==> config.mk <==
export PLATFORM = sky130hd
export DESIGN_NAME = kmx_expander
export DESIGN_NICKNAME = d
export VERILOG_FILES = /design/src/rtl/kmx_pkg.sv /design/src/rtl/kmx_lookup.sv /design/src/rtl/kmx_seq.sv /design/src/rtl/kmx_expander.sv
export SDC_FILE = /design/constraint.sdc
export NUM_CORES = 1
export LEC_CHECK = 0
export ABC_CLOCK_PERIOD_IN_PS = 3200
export BUFFER_PORTS_ARGS = -buffer_cell sky130_fd_sc_hd__buf_2
export CORE_ASPECT_RATIO = 0.8
export CORE_MARGIN = 2
export CORE_UTILIZATION = 55
export DETAILED_ROUTE_END_ITERATION = 8
export GPL_TIMING_DRIVEN = 0
export PLACE_DENSITY = 0.88
export SLEW_MARGIN = 20
export SYNTH_ARGS = -nofsm -noshare
export SYNTH_HDL_FRONTEND = slang
export SYNTH_HIERARCHICAL = 1
export SYNTH_SLANG_ARGS = --single-unit
==> constraint.sdc <==
create_clock -name clk -period 3.2 [get_ports clk]
set_clock_uncertainty 0.05 [all_clocks]
set_input_delay 0.64 -clock clk [delete_from_list [all_inputs] [get_ports clk]]
set_output_delay 0.64 -clock clk [all_outputs]
set_load 0.005 [all_outputs]
==> src/rtl/kmx_pkg.sv <==
// Shared types and the default link table for the keyword macro expander.
// Assumes 8-bit instruction codes and a 2-bit keyword set index.
package kmx_pkg;
    localparam int CODE_W = 8;
    localparam int SET_W  = 2;
    localparam logic [CODE_W-1:0] TERM_CODE = '1;

    // One table row: a keyword start (is_key=1) or a chain step (is_key=0).
    typedef struct packed {
        logic              is_key;
        logic [SET_W-1:0]  set_id;
        logic [CODE_W-1:0] src;
        logic [CODE_W-1:0] dst;
    } link_t;

    localparam int DEF_LINKS = 17;

    localparam link_t [DEF_LINKS-1:0] DEF_TABLE = {
        // set 1
        {1'b1, 2'd1, 8'hA0, 8'h11},
        {1'b0, 2'd1, 8'h11, 8'h12},
        {1'b0, 2'd1, 8'h12, 8'h13},
        {1'b1, 2'd1, 8'hA1, 8'h14},
        {1'b1, 2'd1, 8'hA2, 8'hFF},
        // set 2
        {1'b1, 2'd2, 8'hB0, 8'h21},
        {1'b0, 2'd2, 8'h21, 8'h22},
        {1'b1, 2'd2, 8'hB1, 8'h23},
        {1'b0, 2'd2, 8'h23, 8'h24},
        {1'b0, 2'd2, 8'h24, 8'h25},
        {1'b0, 2'd2, 8'h25, 8'h26},
        // set 3
        {1'b1, 2'd3, 8'hC0, 8'h31},
        {1'b1, 2'd3, 8'hC1, 8'h32},
        {1'b0, 2'd3, 8'h32, 8'h33},
        {1'b0, 2'd3, 8'h33, 8'h34},
        {1'b1, 2'd3, 8'hA0, 8'h35},
        {1'b0, 2'd3, 8'h35, 8'h36}
    };
endpackage

==> src/rtl/kmx_lookup.sv <==
// Combinational table lookup: finds the row of the wanted kind (keyword
// or chain step) whose set and source code match. The lowest index wins.
// Assumes the table is a constant parameter. A miss returns the terminator.
module kmx_lookup
    import kmx_pkg::*;
#(
    parameter int N_LINKS = DEF_LINKS,
    parameter link_t [N_LINKS-1:0] LINKS = DEF_TABLE,
    parameter bit WANT_KEY = 1'b1
) (
    input  logic [SET_W-1:0]  set_id,
    input  logic [CODE_W-1:0] code,
    output logic              hit,
    output logic [CODE_W-1:0] dst
);
    logic [N_LINKS-1:0] match;

    // One comparator per table row.
    for (genvar g = 0; g < N_LINKS; g++) begin : g_row
        assign match[g] = (LINKS[g].is_key == WANT_KEY) &&
                          (LINKS[g].set_id == set_id) &&
                          (LINKS[g].src == code);
    end

    // Priority select of the matching row's destination code.
    always_comb begin
        hit = |match;
        dst = TERM_CODE;
        for (int i = N_LINKS - 1; i >= 0; i--) begin
            if (match[i]) dst = LINKS[i].dst;
        end
    end
endmodule

==> src/rtl/kmx_seq.sv <==
// Expansion state: active flag, the feedback register holding the code
// now being injected, and the set latched at the start. Advances only on
// fetch strobes. Assumes arm and lookup inputs are settled before the edge.
module kmx_seq
    import kmx_pkg::*;
(
    input  logic              clk,
    input  logic              rst_n,
    input  logic              fetch_stb,
    input  logic              arm_ok,
    input  logic [SET_W-1:0]  set_sel,
    input  logic              key_hit,
    input  logic [CODE_W-1:0] key_dst,
    input  logic              step_hit,
    input  logic [CODE_W-1:0] step_dst,
    output logic              active,
    output logic [CODE_W-1:0] cur_code,
    output logic [SET_W-1:0]  set_q
);
    // Start, step or end the expansion once per fetch.
    always_ff @(posedge clk) begin
        if (!rst_n) begin
            active   <= 1'b0;
            cur_code <= '0;
            set_q    <= '0;
        end else if (fetch_stb) begin
            if (!active) begin
                if (arm_ok && key_hit && (key_dst != TERM_CODE)) begin
                    active   <= 1'b1;
                    cur_code <= key_dst;
                    set_q    <= set_sel;
                end
            end else if (!step_hit || (step_dst == TERM_CODE)) begin
                active <= 1'b0;
            end else begin
                cur_code <= step_dst;
            end
        end
    end
endmodule

==> src/rtl/kmx_expander.sv <==
// Top of the keyword macro expander. In pass-through it forwards memory
// bytes. After a keyword it injects table codes and holds the program
// counter until the chain reaches the terminator. Assumes one fetch_stb
// pulse per fetch, with mem_data valid in that cycle.
module kmx_expander
    import kmx_pkg::*;
#(
    parameter int N_LINKS = DEF_LINKS,
    parameter link_t [N_LINKS-1:0] LINKS = DEF_TABLE
) (
    input  logic              clk,
    input  logic              rst_n,
    input  logic              fetch_stb,
    input  logic [CODE_W-1:0] mem_data,
    input  logic              chip_en,
    input  logic              set_en_a,
    input  logic              set_en_b,
    output logic [CODE_W-1:0] instr_out,
    output logic              pc_hold,
    output logic              inject_sel
);
    logic [SET_W-1:0]  set_sel;
    logic              arm_ok;
    logic              key_hit, step_hit, active;
    logic [CODE_W-1:0] key_dst, step_dst, cur_code;
    logic [SET_W-1:0]  set_q;

    assign set_sel = {set_en_b, set_en_a};
    assign arm_ok  = chip_en && (set_sel != '0);

    kmx_lookup #(.N_LINKS(N_LINKS), .LINKS(LINKS), .WANT_KEY(1'b1)) key_lu_i (
        .set_id(set_sel), .code(mem_data), .hit(key_hit), .dst(key_dst)
    );

    kmx_lookup #(.N_LINKS(N_LINKS), .LINKS(LINKS), .WANT_KEY(1'b0)) step_lu_i (
        .set_id(set_q), .code(cur_code), .hit(step_hit), .dst(step_dst)
    );

    kmx_seq seq_i (
        .clk(clk), .rst_n(rst_n), .fetch_stb(fetch_stb), .arm_ok(arm_ok),
        .set_sel(set_sel), .key_hit(key_hit), .key_dst(key_dst),
        .step_hit(step_hit), .step_dst(step_dst), .active(active),
        .cur_code(cur_code), .set_q(set_q)
    );

    // Stream select between memory and injected code.
    always_comb begin
        inject_sel = active;
        pc_hold    = active;
        instr_out  = active ? cur_code : mem_data;
    end
endmodule

* Word level (Yosys, flattened, before mapping)
Cells that the tools add are included.
** Storage, ports and cells
- Output and inout port bits :: 10
- Memories :: 0
- Bits in writable memories :: 0
- Bits of input ports :: 14
- Register bits after elaboration :: 11
- Logic and storage cells :: 81
- Bits in read-only memories :: 0
- Latch bits :: 0
** Operators by class
- Bitwise operators :: 1
- Shifts and indexed selects :: 0
- Add/subtract/negate cells :: 0
- $mul :: 0
- Eq/ne operators :: 25
- Mux-type cells :: 24
- Divide/modulo/power cells :: 0
- Reductions and logical operators :: 28
- Order comparisons :: 0
** Operators by type and width (number)
- 2-to-1 mux 8 bit :: 21
- equality test 6 x 8 -> 1 bit (first input constant) :: 7
- equality test 8 bit (first input constant) :: 7
- logical AND 1 bit :: 20
- equality test 5 x 8 -> 1 bit (first input constant) :: 2
- OR reduction 9 bit :: 1
- equality test 2 bit (first input constant) :: 4
- equality test 8 bit (second input constant) :: 1
- != test 8 bit (second input constant) :: 1
- OR reduction 8 bit :: 1
- AND reduction 3 bit :: 2
- equality test 1 x 2 -> 1 bit (first input constant) :: 2
- nonzero test 2 bit :: 2
- 2-to-1 mux 1 bit :: 3
- != test 2 bit (second input constant) :: 1
- logical NOT 1 bit :: 1
- logical OR 1 bit :: 1
- NOT 1 bit :: 1

* Longest topological paths before layout
- Depth after elaboration :: 15
- Depth in mapped cells :: 10
- Mapped depth without buffers :: 8

* By module
Netlist, hierarchy kept.
** Modules (own cells, without submodules)
- kmx_seq :: seq. area each 220.2 um^2, instances 1, area an instance 556.8 um^2, cells each 53
- kmx_lookup (step_lu_i) :: seq. area each 0.0 um^2, instances 1, area an instance 237.7 um^2, cells each 32
- kmx_lookup (key_lu_i) :: seq. area each 0.0 um^2, instances 1, area an instance 229.0 um^2, cells each 34
- kmx_expander :: seq. area each 0.0 um^2, instances 1, area an instance 146.4 um^2, cells each 11

* Worst setup path after synthesis
OpenSTA, ideal clock, no wires.
- Path type :: in2reg
- From :: input port mem_data[6]
- To :: register seq_i.cur_code[0]
- Data required time :: 3034 ps
- Stages :: 9
- Data arrival time :: 2347 ps
- Path slack :: 686 ps
- Path buffers :: 2
- Library setup time :: 116 ps
- Cell sequence :: and4bb_1 > and3_2 > o21ai_0 > buf_4 > nand4_1 > o21a_2 > or2_1 > buf_6 > o211a_1
** On the way
- Longest elaborated chain between the ends :: 14
- Elaborated cells between the ends (all ways) :: 31
- Classes of those cells :: eq/ne: 8; mux: 10; reduce/logical: 13
** Ends and longest elaborated chain
- start: declaration :: RTL line kmx_expander.sv:14 : input logic [CODE_W-1:0] mem_data,
- equality test 8 bit :: RTL line kmx_lookup.sv:22 : (LINKS[g].src == code);
- logical AND 1 bit :: RTL line kmx_lookup.sv:21 : (LINKS[g].set_id == set_id) &&
- 2-to-1 mux 8 bit (7 in series) :: RTL line kmx_lookup.sv:30 : if (match[i]) dst = LINKS[i].dst;
- 2-to-1 mux 8 bit (*) :: RTL line kmx_lookup.sv:30
- named net key_dst[3] :: RTL line kmx_expander.sv:25 : logic [CODE_W-1:0] key_dst, step_dst, cur_code;
- != test 8 bit (*) :: RTL line kmx_seq.sv:28 : if (arm_ok && key_hit && (key_dst != TERM_CODE)) begin
- logical AND 1 bit (*) :: RTL line kmx_seq.sv:28
- nonzero test 2 bit (no source line) (*)
- AND reduction 3 bit (no source line) (*)
- end signal: assignment :: RTL line kmx_seq.sv:30 : cur_code <= key_dst;
- end signal: assignment :: RTL line kmx_seq.sv:36 : cur_code <= step_dst;
- end: declaration :: RTL line kmx_seq.sv:17 : output logic [CODE_W-1:0] cur_code,
The timed path passes the listed nets; every way through them passes the cells marked *. The select of a mux whose other input is x is not followed.
A chain may end at the register's enable or synchronous reset.

* Worst setup path in the final report
- From :: register seq_i.cur_code[5]
- To :: register seq_i.cur_code[5]
** On the way
- Longest elaborated chain between the ends :: 15
- Elaborated cells between the ends (all ways) :: 35
- Classes of those cells :: eq/ne: 11; mux: 11; reduce/logical: 13
** Ends and longest elaborated chain
- equality test 5 x 8 -> 1 bit :: RTL line kmx_lookup.sv:22
- logical AND 1 bit :: RTL line kmx_lookup.sv:21
- 2-to-1 mux 8 bit (8 in series) :: RTL line kmx_lookup.sv:30
- 2-to-1 mux 8 bit (*) :: RTL line kmx_lookup.sv:30
- named net step_dst[3] :: RTL line kmx_expander.sv:25
- equality test 8 bit (*) :: RTL line kmx_seq.sv:33 : end else if (!step_hit || (step_dst == TERM_CODE)) begin
- logical OR 1 bit (*) :: RTL line kmx_seq.sv:33
- != test 2 bit (no source line) (*)
- AND reduction 3 bit (no source line) (*)
Marks and branches as above.

==> results_dict.tcl <==
set metrics [dict create \
    cp-end-kind "register" \
    yosysUniqueCellTypes 55 \
    cp.required_ns 3.36 \
    yosysWarnings 6 \
    synth_edf_count 0 \
    placement_rows 14 \
    drt-pass1-iter-count 4 \
    timing.rr.end "seq_i/cur_code[5]$_SDFFE_PN0P_" \
    crit_path_start_kind "register" \
    insertion_delay_ns 0.26 \
    drive_gt1_share_pct 36.9 \
    synthCells 130 \
    ys_ff_latch 11 \
    clkSinkCount 11 \
    via_count 1116 \
    rsz0062_at_grt "no" \
    syn_avg_cell_area_um2 9.00 \
    fin_util_pct 69.0 \
    antenna_found_initial 0 \
    drc_errors 0 \
    max_freq_ghz 0.365 \
    ant_nets 0 \
    ioPinCount 24 \
    crit_start "seq_i/cur_code[5]$_SDFFE_PN0P_" \
    drt-wirelength-per-cell_um 16.1 \
    holdBufCountCts 0 \
    grt_max_degree 11 \
    port-buffer-count 23 \
    path_class "register to register" \
    fin_setup_tns_ns 0 \
    async_reset_ff_share_pct 0 \
    grt_pass1_wl_mm 4.82 \
    fin_crit_sh_pct 85.6 \
    period_needed_ns 2.74 \
    htree_levels 1 \
    drv_slew 0 \
    root_buffer "clkbuf_4" \
    grt-ovfl-total 0 \
    synth_nets 144 \
    yosys.area.top_type_share_pct 18.8 \
    routabilityCongestion 0.898 \
    cts_buffers 3 \
    path_max_fanout 9 \
    setup_viol 0 \
    tightest_slew_ns 0.497 \
    first_iter_violations 37 \
    reg2reg_depth 9 \
    postCtsSetupBuffers 0 \
    wl_mm 2.91 \
    grt_use_total_pct 24.1 \
    fin_area_um2 1340 \
    fin_nets 172 \
    r2r-start "seq_i/cur_code[5]$_SDFFE_PN0P_" \
    status "completed" \
    initial_utilization_pct 60.2 \
    dieArea_um2 2510 \
    clk_path_buf_depth 2 \
    p_leak_nw 0.648 \
    max_slew_margin_pct 66.5 \
    arrival_ns 2.90 \
    synth.area.top_cells "dfxtp_1 (19%), mux2_4 (10%), mux2i_1 (8.6%)" \
    die_x_um 55.6 \
    seq_area_frac_synth_pct 18.8 \
    fillers 155 \
    core-area_um2 1940 \
    post_dp_cell_area_um2 1320 \
    avgViaCountPerCell 6.17 \
    cts.reportedPaths.clkPinSlew_ns 0.06 \
    syn_area_um2 1170 \
    cts-resized-gates 0 \
    finalHoldViolations 0 \
    die_h_um 45.3 \
    cts_tree "yes" \
    rrSetupSlack_ns 0.46 \
    finalPower_uw 271 \
    cp-endpoint "seq_i/cur_code[5]$_SDFFE_PN0P_" \
    diodes 0 \
    maxCapViolCount 0 \
    yosysTopAreaCell "dfxtp_1" \
    area_growth_pct 14.7 \
    holdCritPathClass "register to register" \
    synthFlopType "dfxtp_1" \
    first_global_vias 1028 \
    peakVddDrop_mv 0.294 \
    dp_hpwl_mm 2.30 \
    yosys-top-cells-count "dfxtp_1 (11), o21ai_0 (11), mux2i_1 (10)" \
    p_per_area_nw_per_um2 202 \
]
## cells in the final DEF (no fill, tap or decap), drive strengths merged, types with 2 or more instances in the layout
cell and n:
clkbuf 5, and2b 2, o21a 3, o211a 8
o21ai 12, nand2 4, nor2b 3, buf 33
mux2i 10, dfxtp 11, nand3b 3, a21oi 3
or2 4, a2111oi 2, o22ai 2, inv 5
nor2 4, nand4 5, mux2 9, nand2b 3
## flip-flops by register name (all words and copies together) (netlist names)
| register | count |
|---|---|
| seq_i/cur_code | 8 |
| seq_i/set_q | 2 |
| seq_i/active | 1 |
## metrics by stage
| stage | setup WS, ns | cells | hold WS [ns] |
|---|---|---|---|
| floorplan | 0.686 | 130 | 0.438 |
| global placement | 0.384 | 177 | 0.480 |
| detailed placement | 0.291 | 177 | 0.514 |
| CTS | 0.487 | 181 | 0.517 |
| global route | 0.374 | 181 | 0.530 |
| finish | 0.460 | 181 | 0.516 |
## where the power goes
part	internal, mW	switching (mW)
registers	0.137	0.00000723
logic	0.0236	0.0225
clock network	0.0481	0.0402
## worst max-delay path: stages (launching register included)
cell      delay (ns)
dfxtp_1         0.41
or4bb_1         0.58
or2_1           0.29
o311a_1         0.42
buf_4           0.16
nand4_1         0.08
o2111a_2        0.29
or2_1           0.14
buf_6           0.13
o211a_1         0.13
## kinds of logic (layout without fill, tap and decap cells)
kind of cell	after synthesis	in the layout	share of synthesized area (%)
AOI/OAI and AO/OA	43	43	28.1
xor gates and xnor gates	1	1	0.749
buffers and inverters	16	43	8.56
DFF	11	11	18.8
muxes	19	19	19.8
and+or+nand+nor	40	40	24.0
## how the worst min path moves through the flow
stage,to,start,cells after the start
final,seq_i/set_q[0]$_SDFFE_PN0P_,seq_i/set_q[0]$_SDFFE_PN0P_,2
after global routing,seq_i/set_q[1]$_SDFFE_PN0P_,seq_i/set_q[1]$_SDFFE_PN0P_,2
after CTS,seq_i/set_q[0]$_SDFFE_PN0P_,seq_i/set_q[0]$_SDFFE_PN0P_,2
after detailed placement,seq_i/set_q[1]$_SDFFE_PN0P_,seq_i/set_q[1]$_SDFFE_PN0P_,2
after global placement,seq_i/set_q[1]$_SDFFE_PN0P_,seq_i/set_q[1]$_SDFFE_PN0P_,2
after floorplan,seq_i/cur_code[1]$_SDFFE_PN0P_,seq_i/cur_code[1]$_SDFFE_PN0P_,1
## final cells by class
type / count / area, µm² / share of cell area [%]
Buffer: 11 / 81.3 / 6.06
Clock buffer: 4 / 26.3 / 1.96
Inverter: 5 / 18.8 / 1.40
Multi-Input combinational cell: 103 / 850 / 63.3
Sequential cell: 11 / 220 / 16.4
Tap cell: 24 / 30.0 / 2.24
Timing Repair Buffer: 23 / 115 / 8.58
## routing by layer
| metal | vias up | part of all wire, % | track usage, % | wire (µm) |
|---|---|---|---|---|
| met5 | - | 0 | 0 | 0 |
| met4 | 0 | 0.55 | 9.27 | 16 |
| met3 | 4 | 4.8 | 2.29 | 140 |
| met2 | 41 | 47 | 43.3 | 1380 |
| met1 | 518 | 47 | 30.7 | 1380 |
| li1 | 553 | - | - | - |
Power figures use the tool's default switching activity.
